$ cat src/rtl/pll_div_regbank.sv
module pll_div_regbank #(
  parameter int ADDR_W = 4,
  parameter int N_W = 10,
  parameter int M_W = 7,
  parameter logic [ADDR_W-1:0] A_CTRL = 0,
  parameter logic [ADDR_W-1:0] A_NLO = 1,
  parameter logic [ADDR_W-1:0] A_MREF = 2,
  parameter logic [7:0] DEF_CTRL = 8'h00,
  parameter logic [7:0] DEF_NLO = 8'h4B,
  parameter logic [7:0] DEF_MREF = 8'h12
) (
  input  logic              clk,
  input  logic              rst_n,
  input  logic              wr_en,
  input  logic [ADDR_W-1:0] wr_addr,
  input  logic [7:0]        wr_data,
  input  logic [ADDR_W-1:0] rd_addr,
  output logic [7:0]        rd_data,
  input  logic [M_W-1:0]    tbl_m,
  input  logic [N_W-1:0]    tbl_n,
  output logic [M_W-1:0]    live_m,
  output logic [N_W-1:0]    live_n,
  output logic              ovr_mode,
  output logic              div_update
);
  localparam int NHI_W = N_W - 8;

  logic [7:0]     ctrl_q, nlo_q, mref_q;
  logic [M_W-1:0] prog_m;
  logic [N_W-1:0] prog_n;
  logic           src_q;

  wire wr_ctrl = wr_en && (wr_addr == A_CTRL);
  wire wr_nlo  = wr_en && (wr_addr == A_NLO);
  wire wr_mref = wr_en && (wr_addr == A_MREF);
  wire commit  = wr_mref && ovr_mode;
  wire [N_W-1:0] staged_n = {ctrl_q[NHI_W-1:0], nlo_q};

  assign ovr_mode = ctrl_q[2];

  always_ff @(posedge clk) begin
    if (!rst_n) begin
      ctrl_q <= DEF_CTRL;
      nlo_q  <= DEF_NLO;
      mref_q <= DEF_MREF;
    end else begin
      if (wr_ctrl)
        ctrl_q <= {wr_data[7:NHI_W], ovr_mode ? wr_data[NHI_W-1:0] : ctrl_q[NHI_W-1:0]};
      if (wr_nlo && ovr_mode)
        nlo_q <= wr_data;
      if (commit)
        mref_q <= wr_data;
    end
  end

  always_ff @(posedge clk) begin
    if (!rst_n) begin
      prog_m     <= DEF_MREF[M_W-1:0];
      prog_n     <= {DEF_CTRL[NHI_W-1:0], DEF_NLO};
      live_m     <= '0;
      live_n     <= '0;
      src_q      <= 1'b0;
      div_update <= 1'b0;
    end else begin
      src_q      <= ovr_mode;
      div_update <= commit || (ovr_mode != src_q);
      if (commit) begin
        prog_m <= wr_data[M_W-1:0];
        prog_n <= staged_n;
        live_m <= wr_data[M_W-1:0];
        live_n <= staged_n;
      end else if (ovr_mode) begin
        live_m <= prog_m;
        live_n <= prog_n;
      end else begin
        live_m <= tbl_m;
        live_n <= tbl_n;
      end
    end
  end

  always_comb begin
    rd_data = 8'h00;
    if (rd_addr == A_CTRL)      rd_data = ctrl_q;
    else if (rd_addr == A_NLO)  rd_data = nlo_q;
    else if (rd_addr == A_MREF) rd_data = mref_q;
  end
endmodule


$ cat config.mk
export PLATFORM = sky130hd
export DESIGN_NAME = pll_div_regbank
export DESIGN_NICKNAME = d
export VERILOG_FILES = /design/src/rtl/pll_div_regbank.sv
export SDC_FILE = /design/constraint.sdc
export NUM_CORES = 1
export LEC_CHECK = 0
export ABC_CLOCK_PERIOD_IN_PS = 1400
export BUFFER_PORTS_ARGS = -buffer_cell sky130_fd_sc_hd__clkbuf_2
export CAP_MARGIN = 20
export CORE_MARGIN = 2
export CORE_UTILIZATION = 47
export CTS_BUF_LIST = sky130_fd_sc_hd__clkbuf_8 sky130_fd_sc_hd__clkbuf_16
export CTS_CLUSTER_SIZE = 16
export DETAILED_ROUTE_END_ITERATION = 7
export PLACE_DENSITY = 0.74
export SLEW_MARGIN = 0
export SYNTH_ARGS = -nofsm -noshare
export SYNTH_HDL_FRONTEND = slang
export SYNTH_SLANG_ARGS = --single-unit
export TNS_END_PERCENT = 20
$ cat constraint.sdc
create_clock -name clk -period 1.4 [get_ports clk]
set_clock_uncertainty 0.1 [all_clocks]
set_input_delay 0.07 -clock clk [delete_from_list [all_inputs] [get_ports clk]]
set_output_delay 0.07 -clock clk [all_outputs]
set_load 0.005 [all_outputs]
# [Word level (Yosys, flattened, before mapping)]
# Cells that the tools add are included.
[word_totals] in_bits=36 wordCells=31 out_inout_bits=27 register_bits=60
[op_classes] n_eq_ne=5 n_mux=7 n_reduce_logical=9
[op_table] cell="$mux W8" n=3
[op_table] cell="$mux W10" n=2
[op_table] cell="$mux W7" n=2
[op_table] cell="$eq A4 B1 Y1 const B" n=2
[op_table] cell="$eq A4 B2 Y1 const B" n=2
[op_table] cell="$logic_not A4 Y1" n=2
[op_table] cell="$logic_and A1 B1 Y1" n=5
[op_table] cell="$reduce_and A2 Y1" n=1
[op_table] cell="$logic_or A1 B1 Y1" n=1
[op_table] cell="$ne A1 B1 Y1" n=1

# [Longest topological paths before layout]
# Gate-level depths: netlist of the first run.
[depth] ltp_word=4 ltp_mapped=5 ltp_nobuf=3

# [Worst setup path before layout of the first run]
# OpenSTA, ideal clock, no wires.
[synth_timing] path_type="register -> register" startpoint="register ctrl_q[2]" endpoint="register prog_n[0]" period_less_slack_ps=1400 required_time_ps=1168 setup_slack_ps=0 n_path_buf=2 arrival_ps=1168 stages_incl_launch_ff=6 setup_time_ps=132 path_cell_list="dfxtp_1 -> buf_2 -> nand4bb_2 -> buf_2 -> nor3_1 -> o21ai_1"
[synth_between] elab_chain_cells=1
[synth_rtl] element="from (decl)" line="28" text="logic [7:0] ctrl_q, nlo_q, mref_q;"
[synth_rtl] element="from (signal assigned)" line="48" text="ctrl_q <= {wr_data[7:NHI_W], ovr_mode ? wr_data[NHI_W-1:0] : ctrl_q[NHI_W-1:0]};"
[synth_rtl] element="$logic_and A1 B1 Y1" line="36" text="wire commit = wr_mref && ovr_mode;"
[synth_rtl] element="to (signal assigned)" line="59" text="prog_n <= {DEF_CTRL[NHI_W-1:0], DEF_NLO};"
[synth_rtl] element="to (signal assigned)" line="69" text="prog_n <= staged_n;"
[synth_rtl] element="to (decl)" line="30" text="logic [N_W-1:0] prog_n;"
# No other way between the ends.
# A chain may end at the register's enable or synchronous reset.

# [Worst setup path after layout of the first run]
[layout_timing] startpoint="register ctrl_q[2]" endpoint="register live_m[2]"
[layout_between] elab_chain_cells=2 elab_cells_between_ends=3 cone_classes="mux: 2; reduce/logical: 1"
[layout_rtl] element="$mux W7 / $logic_and A1 B1 Y1 (equally long branches)" line="72, 36"
[layout_rtl] element="$mux W7 (*)" line="67" text="if (commit) begin"
[layout_rtl] element="to (signal assigned)" line="70" text="live_m <= wr_data[M_W-1:0];"
[layout_rtl] element="to (signal assigned)" line="73" text="live_m <= prog_m;"
[layout_rtl] element="to (signal assigned)" line="76" text="live_m <= tbl_m;"
[layout_rtl] element="to (decl)" line="21" text="output logic [M_W-1:0] live_m,"
# Every way passes the cells marked *; elsewhere a longest branch is shown, timed or not.

==> summary.txt, run 1 <==
Clock tree
  • CTS tree: built
  • CTS Buf Count: 5
  • Maximum clock path buffer count: 2
  • CTS sink count: 53
  • Worst-path clk slew: 0.09 ns
  • H-tree lvl count: 2
  • Worst skew pair latency: 0.30 ns
  • Root Buffer: clkbuf_8

Route
  • Antenna Nets Post-Route: 0
  • Initial DRC Count: 165
  • Detailed Routing Iterations Pass 1: 4
  • Routed vias/inst: 5.55
  • WL/cell: 15.9 µm
  • DRT Wirelength: 6590 µm
  • DR DRC count: 0
  • Vias post-DR: 2302

Timing
  • Fin Hold WS: 0.000580 ns
  • Max_slew headroom: 52.8%
  • Setup violators final: 2
  • Setup WS post-layout: -0.00836 ns
  • Final Cycle Share: 101%
  • TNS Setup: -0.00988 ns
  • Worst slew pin tran: 0.706 ns
  • Final hold vios: 0
  • RSZ-0062 raised after global routing: yes
  • Max Slew Vio Count: 0
  • Max Fclk: 710 MHz
  • Tmin final: 1.41 ns

Global route
  • Largest net degree at the start of global routing: 19
  • First-pass GRT wire length: 9630 µm
  • Initial antenna violation count: 0
  • Vias in the first global route: 1982
  • GRT Util Overall: 22.6%
  • Grt total ovfl: 0

Final layout
  • ANT cells: 0
  • Final net count: 385
  • Share of cells above drive strength 1: 37.4%
  • P&R area growth vs syn: 38.1%

Logic synthesis
  • Primary FF master, synth: dfxtp_1
  • Syn avg cell area: 9.23 µm²
  • Synth top area cells: dfxtp_1 45%, mux2i_1 12%, nand2_1 4.8%
  • Top-count cell post-synth: dfxtp_1
  • Post-Synthesis Cell Area: 0.00236 mm²
  • Syn Nets: 292
  • Count of cell types in the netlist: 31
  • Async SR Flop Fraction: 0%
  • Seq/Total Area, Yosys: 44.9%
  • Synthesized instance count: 256
  • Synth top cells by count: 53 x dfxtp_1, 30 x nand2_1, 28 x mux2i_1
  • Post-synth EDFFs: 0
  • Cell taking the most area after synthesis: dfxtp_1
  • Yosys warnings: 0
  • Area share of the largest cell type after synthesis: 44.9%
  • Yosys reg bits: 53

Floorplan
  • Die Span X: 74.9 µm
  • Die height: 74.9 µm
  • Site Rows: 25
  • Die area: 0.00561 mm²
  • Core area: 0.00479 mm²
  • I/O pins: 63
  • Initial Utilization: 49.4%

Setup path
  • Crit. End Element: flop
  • Crit Path Category: flop to flop
  • WP data required: 1.52 ns
  • Crit start category: flop
  • R2R setup slack: -0.008 ns
  • CP max FO: 7
  • Arrival time at the worst endpoint: 1.53 ns

Place
  • Pre-CTS setup slack: -0.121 ns
  • Placer Congestion: 0.879
  • HPWL after DPL: 4140 µm
  • PortBufs: 62

Outcome
  • Failing checks: negative setup slack
  • Outcome: finished, violations left

Job
  • Max cap viols: 0

Pwr
  • Worst vdd ir: 0.742 mV
  • PD cells: 818 mW/mm²
  • Cell leakage power: 1.34 nW

Min path
  • Worst min-delay path class: input pin to flop
what timing repair did:
item | in CTS | in global routing
hold buffers | 12 | 0
setup buffers | 0 | 4
hold endpoints to repair | 25 | 0
gates resized for setup | 10 | 18
pin swaps | 2 | 6
gates cloned | 1 | 3
endpoints found under the setup margin | 33 | 35
cell type report:
class,count,area [µm²]
inverters,7,26.3
clock buffers,5,68.8
flip-flops and latches,53,1060
multi-input cells,178,1300
well taps,67,83.8
fillers,379,1520
clock inverters,1,5.00
repair buffers,104,718
through the flow:
| step | cells | instance area [µm²] | utilization, % | power [mW] |
|---|---|---|---|---|
| after floorplan | 256 | 2360 | - | 1.71 |
| final | 415 | 3260 | 68.2 | 2.67 |
| after detailed placement | 389 | 2850 | 59.5 | 1.86 |
| after global placement | 389 | 2850 | 59.5 | 1.86 |
| after global routing | 415 | 3260 | 68.2 | 2.75 |
| after CTS | 408 | 3090 | 64.6 | 2.67 |
registers in the layout, indices dropped and copies added, names as in the netlist:
name	count
ctrl_q	8
div_update	1
live_m	7
live_n	10
mref_q	8
nlo_q	8
prog_n	10
src_q	1
where the power goes:
part | leakage, nW | internal, mW | switching [mW]
logic | 0.869 | 0.158 | 0.171
registers | 0.433 | 1.53 | 0.00854
clock network | 0.0399 | 0.330 | 0.468
total | 1.34 | 2.02 | 0.647
worst paths after layout:
check / from / to / cells after the start
worst max-delay path: ctrl_q[2] / live_m[2] / 5
worst max register to register: ctrl_q[2] / live_m[2] / 5
worst min register to register: ctrl_q[3] / ctrl_q[3] / 2
worst min-delay path: tbl_m[0] / live_m[0] / 3
cells in the final DEF (no fill, tap or decap), drive strengths merged, types with 15 or more instances in the layout:
master  synthesis  final
clkbuf          8     68
dfxtp          53     53
nand2          31     33
buf            12     29
mux2i          28     28
o21ai          27     27
nor3           16     16
o211ai         15     15
a21oi          15     15
a211oi         15     15
per-layer routing:
metal	vias up	part of all wire [%]	track usage, %
met3	8	8.0	4.28
met1	1078	43	31.2
li1	1118	-	-
met4	0	1.2	6.55
met2	98	48	36.2
met5	-	0	0
critical path: stages (launching register included):
cell      delay (ns)
dfxtp_4         0.38
buf_6           0.12
and4bb_4        0.26
buf_12          0.15
nand2_8         0.09
a211oi_1        0.23
kinds of logic after synthesis:
family,count (synthesis),share of synthesized area [%]
AO/OA/AOI/OAI,72,20.1
XOR/XNOR,1,0.371
buffers and inverters,27,5.35
flip-flops,53,44.9
multiplexers,30,12.8
AND/OR/NAND/NOR,73,16.4
Note: power is estimated with default switching activity, not from simulation.
==> run 2: changes to the inputs <==
ABC_CLOCK_PERIOD_IN_PS = 1250   (was 1400)
clock period = 1.25 ns   (was 1.4 ns; I/O delays follow)
==> run 2 against run 1 <==
Compared with the run above:
- the run ends with negative hold slack, negative setup slack left
- sequential share of layout area fell by 0.70 points
- maximum frequency grew 6.3%
- wire length hardly changed
- worst hold slack worse by 0.0026 ns
- via count increased by 1.0%
- total power grew 24%
- core utilization rose by 2.0 points
- final cell count is 0.72% higher
- setup slack got worse by 0.066 ns
- clock-buffer cell count increased by 1
- critical path depth is the same
==> summary.txt, run 2 (synthesis results as in run 1) <==
Timing
  • Fin Hold WS: -0.00205 ns
  • Setup WS post-layout: -0.0747 ns
  • RSZ-0062 raised after global routing: yes
  • Worst slew pin tran: 0.401 ns
  • Max_slew headroom: 73.2%
  • TNS Setup: -1.89 ns
  • Tmin final: 1.32 ns
  • Max Slew Vio Count: 0
  • Final Cycle Share: 106%
  • Max Fclk: 755 MHz
  • Setup violators final: 48
  • Final hold vios: 1

Floorplan
  • Site Rows: 25
  • Die Span X: 74.9 µm
  • Core area: 0.00479 mm²
  • Die height: 74.9 µm
  • Initial Utilization: 49.4%
  • I/O pins: 63
  • Die area: 0.00561 mm²

Clock tree
  • CTS Buf Count: 5
  • Maximum clock path buffer count: 2
  • Worst skew pair latency: 0.31 ns
  • H-tree lvl count: 2
  • CTS sink count: 53
  • Root Buffer: clkbuf_8
  • CTS tree: built
  • Worst-path clk slew: 0.09 ns

Final layout
  • Final net count: 386
  • FILL cells: 365
  • Design area: 0.00336 mm²
  • ANT cells: 0
  • Most common cell after layout, fill and taps aside: clkbuf_2
  • Top flop regs: live_n x10, prog_n x10
  • Most frequent cells in the layout: 62 x clkbuf_2, 48 x dfxtp_1, 30 x nand2_1, 28 x mux2i_1, 22 x buf_4
  • P&R area growth vs syn: 42.2%
  • Share of cells above drive strength 1: 42.2%

Setup path
  • Arrival time at the worst endpoint: 1.43 ns
  • WP data required: 1.35 ns
  • Crit. End Element: flop
  • Crit Path Category: flop to flop
  • CP max-delay cell: dfxtp_4
  • CP max FO: 5
  • Critical Path Max Stage Delay: 0.40 ns
  • Crit start category: flop
  • Crit-path most repeated cell: buf_4
  • Crit-path cells: nand4bb_4 -> buf_4 -> buf_4 -> o211ai_1 -> o21ai_1

Place
  • DP Area: 0.00292 mm²
  • HPWL after DPL: 4370 µm
  • Placer Congestion: 0.845
  • PortBufs: 62

Global route
  • First-pass GRT wire length: 10300 µm
  • Largest net degree at the start of global routing: 27
  • GRT Util Overall: 24.4%
  • Initial antenna violation count: 0
  • Grt total ovfl: 0
  • Vias in the first global route: 2167

Route
  • Antenna Nets Post-Route: 0
  • Vias post-DR: 2325
  • WL/cell: 15.8 µm
  • DRT Wirelength: 6590 µm
  • DR DRC count: 0
  • Routed vias/inst: 5.56
  • Detailed Routing Iterations Pass 1: 4
  • Initial DRC Count: 139

Pwr
  • Cell leakage power: 1.43 nW
  • PD cells: 988 mW/mm²
  • Worst vdd ir: 0.596 mV

Min path
  • Worst min-delay path class: input pin to flop

Job
  • Max cap viols: 0

Outcome
  • Failing checks: negative hold slack, negative setup slack
  • Outcome: finished, violations left
[run 2: cell count changes in the layout (fill, tap and decap cells not counted), sizes merged]
cell         change
buf              +2
dlygate4sd3      +2
nand2            -2
bufinv           +1
clkinv           -1
inv              +1
[run 2: through the flow]
step | cells | utilization (%) | total power [mW] | setup WS (ns) | hold WS (ns)
finish | 418 | 70.2 | 3.32 | -0.0747 | -0.00205
global route | 418 | 70.2 | 3.43 | -0.158 | 0.0115
CTS | 416 | 68.4 | 3.32 | -0.0721 | 0.00181
detailed placement | 392 | 60.9 | 2.09 | -0.0626 | 0.260
global placement | 392 | 60.9 | 2.09 | -0.0167 | 0.254
floorplan | 256 | - | 1.92 | -0.0652 | 0.101
[run 2: timing repair]
action,CTS,global route
setup endpoints to repair,41,53
gates resized for setup,24,19
hold buffers,14,0
buffers inserted,2,2
hold endpoints to repair,30,0
pin swaps,1,3
[run 2: power by group]
group	leakage (nW)	switching [mW]	internal [mW]
Clock	0.0626	0.564	0.645
Sequential	0.431	0.00956	1.72
Combinational	0.932	0.191	0.190
Total	1.43	0.764	2.55
[run 2: final cells by class]
type	count	area [µm²]	area share [%]
inverters	7	26.3	0.782
repair buffers	107	743	22.1
well taps	67	83.8	2.50
clock buffers	6	82.6	2.46
multi-input cells	176	1320	39.2
flip-flops and latches	53	1070	31.9
clock inverters	2	33.8	1.01
[run 2: critical path, delay by kind of cell (launching register included)]
family	cells	cell delay, ns
compound gates	2	0.26
buf+inv	2	0.30
flops	1	0.40
simple gates	1	0.16
[run 2: routing by layer]
metal  track usage [%]  up-vias  share of wire (%)
li1                  -     1112                  -
met1              33.1     1124                 45
met2              39.8       79                 47
met3              4.55       10                6.2
met4              6.94        0                1.7
met5                 0        -                  0
[run 2: worst paths after layout]
check                                  to       from  cells past startpoint  slack, ns
worst max register to register  prog_n[9]  ctrl_q[2]                      5      -0.07
worst min-delay path            live_n[0]   tbl_n[0]                      3     -0.002
worst min register to register  mref_q[7]  mref_q[7]                      2       0.37
worst max-delay path            prog_n[9]  ctrl_q[2]                      5      -0.07
==> run 3: changes to the inputs <==
ABC_AREA = 1   (was default)
==> run 3 against run 2 <==
Compared with the run above:
- the run ends with negative setup slack left
- maximum frequency increased by 5.5%
- synthesized cell count increased by 25%
- sequential power about the same
- setup slack improved by 0.069 ns
- register-to-register slack improved by 0.13 ns
- wire length decreased by 1.5%
- critical path type is now flop to output pin
- highest routed layer unchanged
==> summary.txt, run 3 <==
Final layout
  • Top flop regs: live_n x10, prog_n x10
  • Most frequent cells in the layout: 126 x nand2_1, 62 x clkbuf_2, 49 x dfxtp_1, 32 x nand4_1, 31 x a21oi_1
  • Most common cell after layout, fill and taps aside: nand2_1
  • Share of cells above drive strength 1: 26.3%
  • Finished Core Util: 66.8%
  • FILL cells: 435
  • Final net count: 450
  • ANT cells: 0
  • P&R area growth vs syn: 34.8%
  • Design area: 0.00320 mm²

Pwr
  • NetSw: 0.750 mW
  • Flop pwr share: 55.9%
  • Post-layout power: 3.10 mW
  • Cell leakage power: 1.53 nW
  • Switching share of power: 24.2%
  • PD cells: 970 mW/mm²
  • Combinational share of power: 13.2%
  • Worst vdd ir: 0.485 mV
  • Clock Power Share: 31.0%
  • Int Pwr: 2.35 mW

Logic synthesis
  • Cell taking the most area after synthesis: dfxtp_1
  • Seq/Total Area, Yosys: 44.7%
  • Yosys warnings: 0
  • Top-count cell post-synth: nand2_1
  • Synth top area cells: dfxtp_1 45%, nand2_1 20%, nand4_1 8.4%
  • Synth top cells by count: 126 x nand2_1, 53 x dfxtp_1, 34 x a21oi_1
  • Async SR Flop Fraction: 0%
  • Synthesized instance count: 321
  • Count of cell types in the netlist: 24
  • Post-synth EDFFs: 0
  • Syn avg cell area: 7.39 µm²
  • Post-Synthesis Cell Area: 0.00237 mm²
  • Area share of the largest cell type after synthesis: 44.7%
  • Primary FF master, synth: dfxtp_1
  • Syn Nets: 357
  • Yosys reg bits: 53

Min path
  • Worst min-delay path class: input pin to flop

Timing
  • Setup WS post-layout: -0.00605 ns
  • Tmin final: 1.26 ns
  • Final Cycle Share: 100%
  • Worst slew pin tran: 0.372 ns
  • Setup violators final: 1
  • Final hold vios: 0
  • Max Fclk: 796 MHz
  • Max Slew Vio Count: 0
  • TNS Setup: -0.00605 ns
  • RSZ-0062 raised after global routing: yes
  • Max_slew headroom: 75.2%

Route
  • Routed vias/inst: 5.09
  • Initial DRC Count: 135
  • Antenna Nets Post-Route: 0
  • WL/cell: 13.5 µm
  • Vias post-DR: 2446
  • DR DRC count: 0
  • DRT Wirelength: 6490 µm
  • Detailed Routing Iterations Pass 1: 4

Floorplan
  • Die height: 75.1 µm
  • I/O pins: 63
  • Initial Utilization: 49.6%
  • Site Rows: 25
  • Core area: 0.00479 mm²
  • Die Span X: 75.1 µm
  • Die area: 0.00563 mm²

Clock tree
  • CTS sink count: 53
  • CTS Buf Count: 5
  • H-tree lvl count: 2
  • Root Buffer: clkbuf_8
  • Worst-path clk slew: 0.09 ns
  • CTS tree: built
  • Maximum clock path buffer count: 2
  • Worst skew pair latency: 0.30 ns

Setup path
  • Crit start category: flop
  • CP max FO: 5
  • Crit. End Element: output pin
  • WP data required: 1.09 ns
  • Crit Path Category: flop to output pin
  • Arrival time at the worst endpoint: 1.09 ns

Global route
  • Grt total ovfl: 0
  • GR Layer Usage met3: 4.42%
  • GRT Util Overall: 25.0%
  • Vias in the first global route: 2253
  • Largest net degree at the start of global routing: 36
  • M1 GR Usage: 33.6%
  • First-pass GRT wire length: 10700 µm
  • GRT Max-Usage Layer: met2
  • Initial antenna violation count: 0
  • Met2 Track Usage GR: 39.9%

Outcome
  • Outcome: finished, violations left
  • Failing checks: negative setup slack

Place
  • Pre-CTS setup slack: -0.00106 ns
  • HPWL after DPL: 4570 µm
  • DP Area: 0.00283 mm²
  • Placer Congestion: 0.928
  • PortBufs: 62

Job
  • Max cap viols: 0
-- run 3: changes by cell type in the layout (fill, tap and decap cells not counted), sizes merged, moves of 16 or more --
cell   before  now
nand2      31  128
nand4       0   32
mux2i      28    0
o21ai      27    4
a21oi      15   35
nor3       16    0
-- run 3: cells by family after synthesis --
kind of cell              synth area share, %
buffers and inverters                    7.54
AOI/OAI and AO/OA                        8.38
DFF                                      44.7
xor gates and xnor gates                0.369
and+or+nand+nor                          39.0
-- run 3: metal layers --
metal	up-vias	routed length, µm
met2	80	3110
met5	-	0
met1	1098	2870
met3	12	386
met4	0	120
li1	1256	-
-- run 3: area by class of cell --
class | count | area, µm² | share of cell area [%]
clock buffers | 6 | 82.6 | 2.58
clock inverters | 1 | 3.75 | 0.117
inverters | 10 | 45.0 | 1.41
multi-input cells | 240 | 1150 | 35.9
flip-flops and latches | 53 | 1070 | 33.4
well taps | 67 | 83.8 | 2.62
repair buffers | 104 | 766 | 23.9
-- run 3: repair_timing --
| action | CTS | global route |
|---|---|---|
| gates resized for setup | 3 | 13 |
| endpoints found under the setup margin | 5 | 22 |
| pin swaps | 0 | 14 |
| hold endpoints to repair | 29 | 1 |
| buffers inserted | 1 | 1 |
| hold buffers | 22 | 1 |
-- run 3: final timing paths --
check	startpoint	end	slack, ns	cells after the start
setup / recovery	ctrl_q[2]	rd_data[2]	-0.006	4
hold / removal	tbl_n[2]	live_n[2]	0.008	5
setup reg to reg	ctrl_q[2]	live_n[3]	0.06	6
hold reg to reg	prog_n[4]	prog_n[4]	0.37	2
-- run 3: metrics by stage --
step,cells,hold slack [ns]
floorplan,321,0.0757
global placement,449,0.220
detailed placement,449,0.223
CTS,479,0.00405
global route,481,0.0466
finish,481,0.00849
-- run 3: power groups by stage --
| stage | registers, mW | logic [mW] | clock network [mW] |
|---|---|---|---|
| finish | 1.73 | 0.408 | 0.962 |
| global placement | 1.77 | 0.341 | 0 |
| floorplan | 1.78 | 0.171 | 0 |
| detailed placement | 1.78 | 0.344 | 0 |
| CTS | 1.73 | 0.400 | 0.977 |
| global route | 1.74 | 0.456 | 1.04 |
-- run 3: critical path, cell delays in order, from the launching register on --
cell and delay, ns:
dfxtp_4 0.40, buf_6 0.12, nand2_1 0.05, nand3_1 0.10, clkbuf_2 0.13
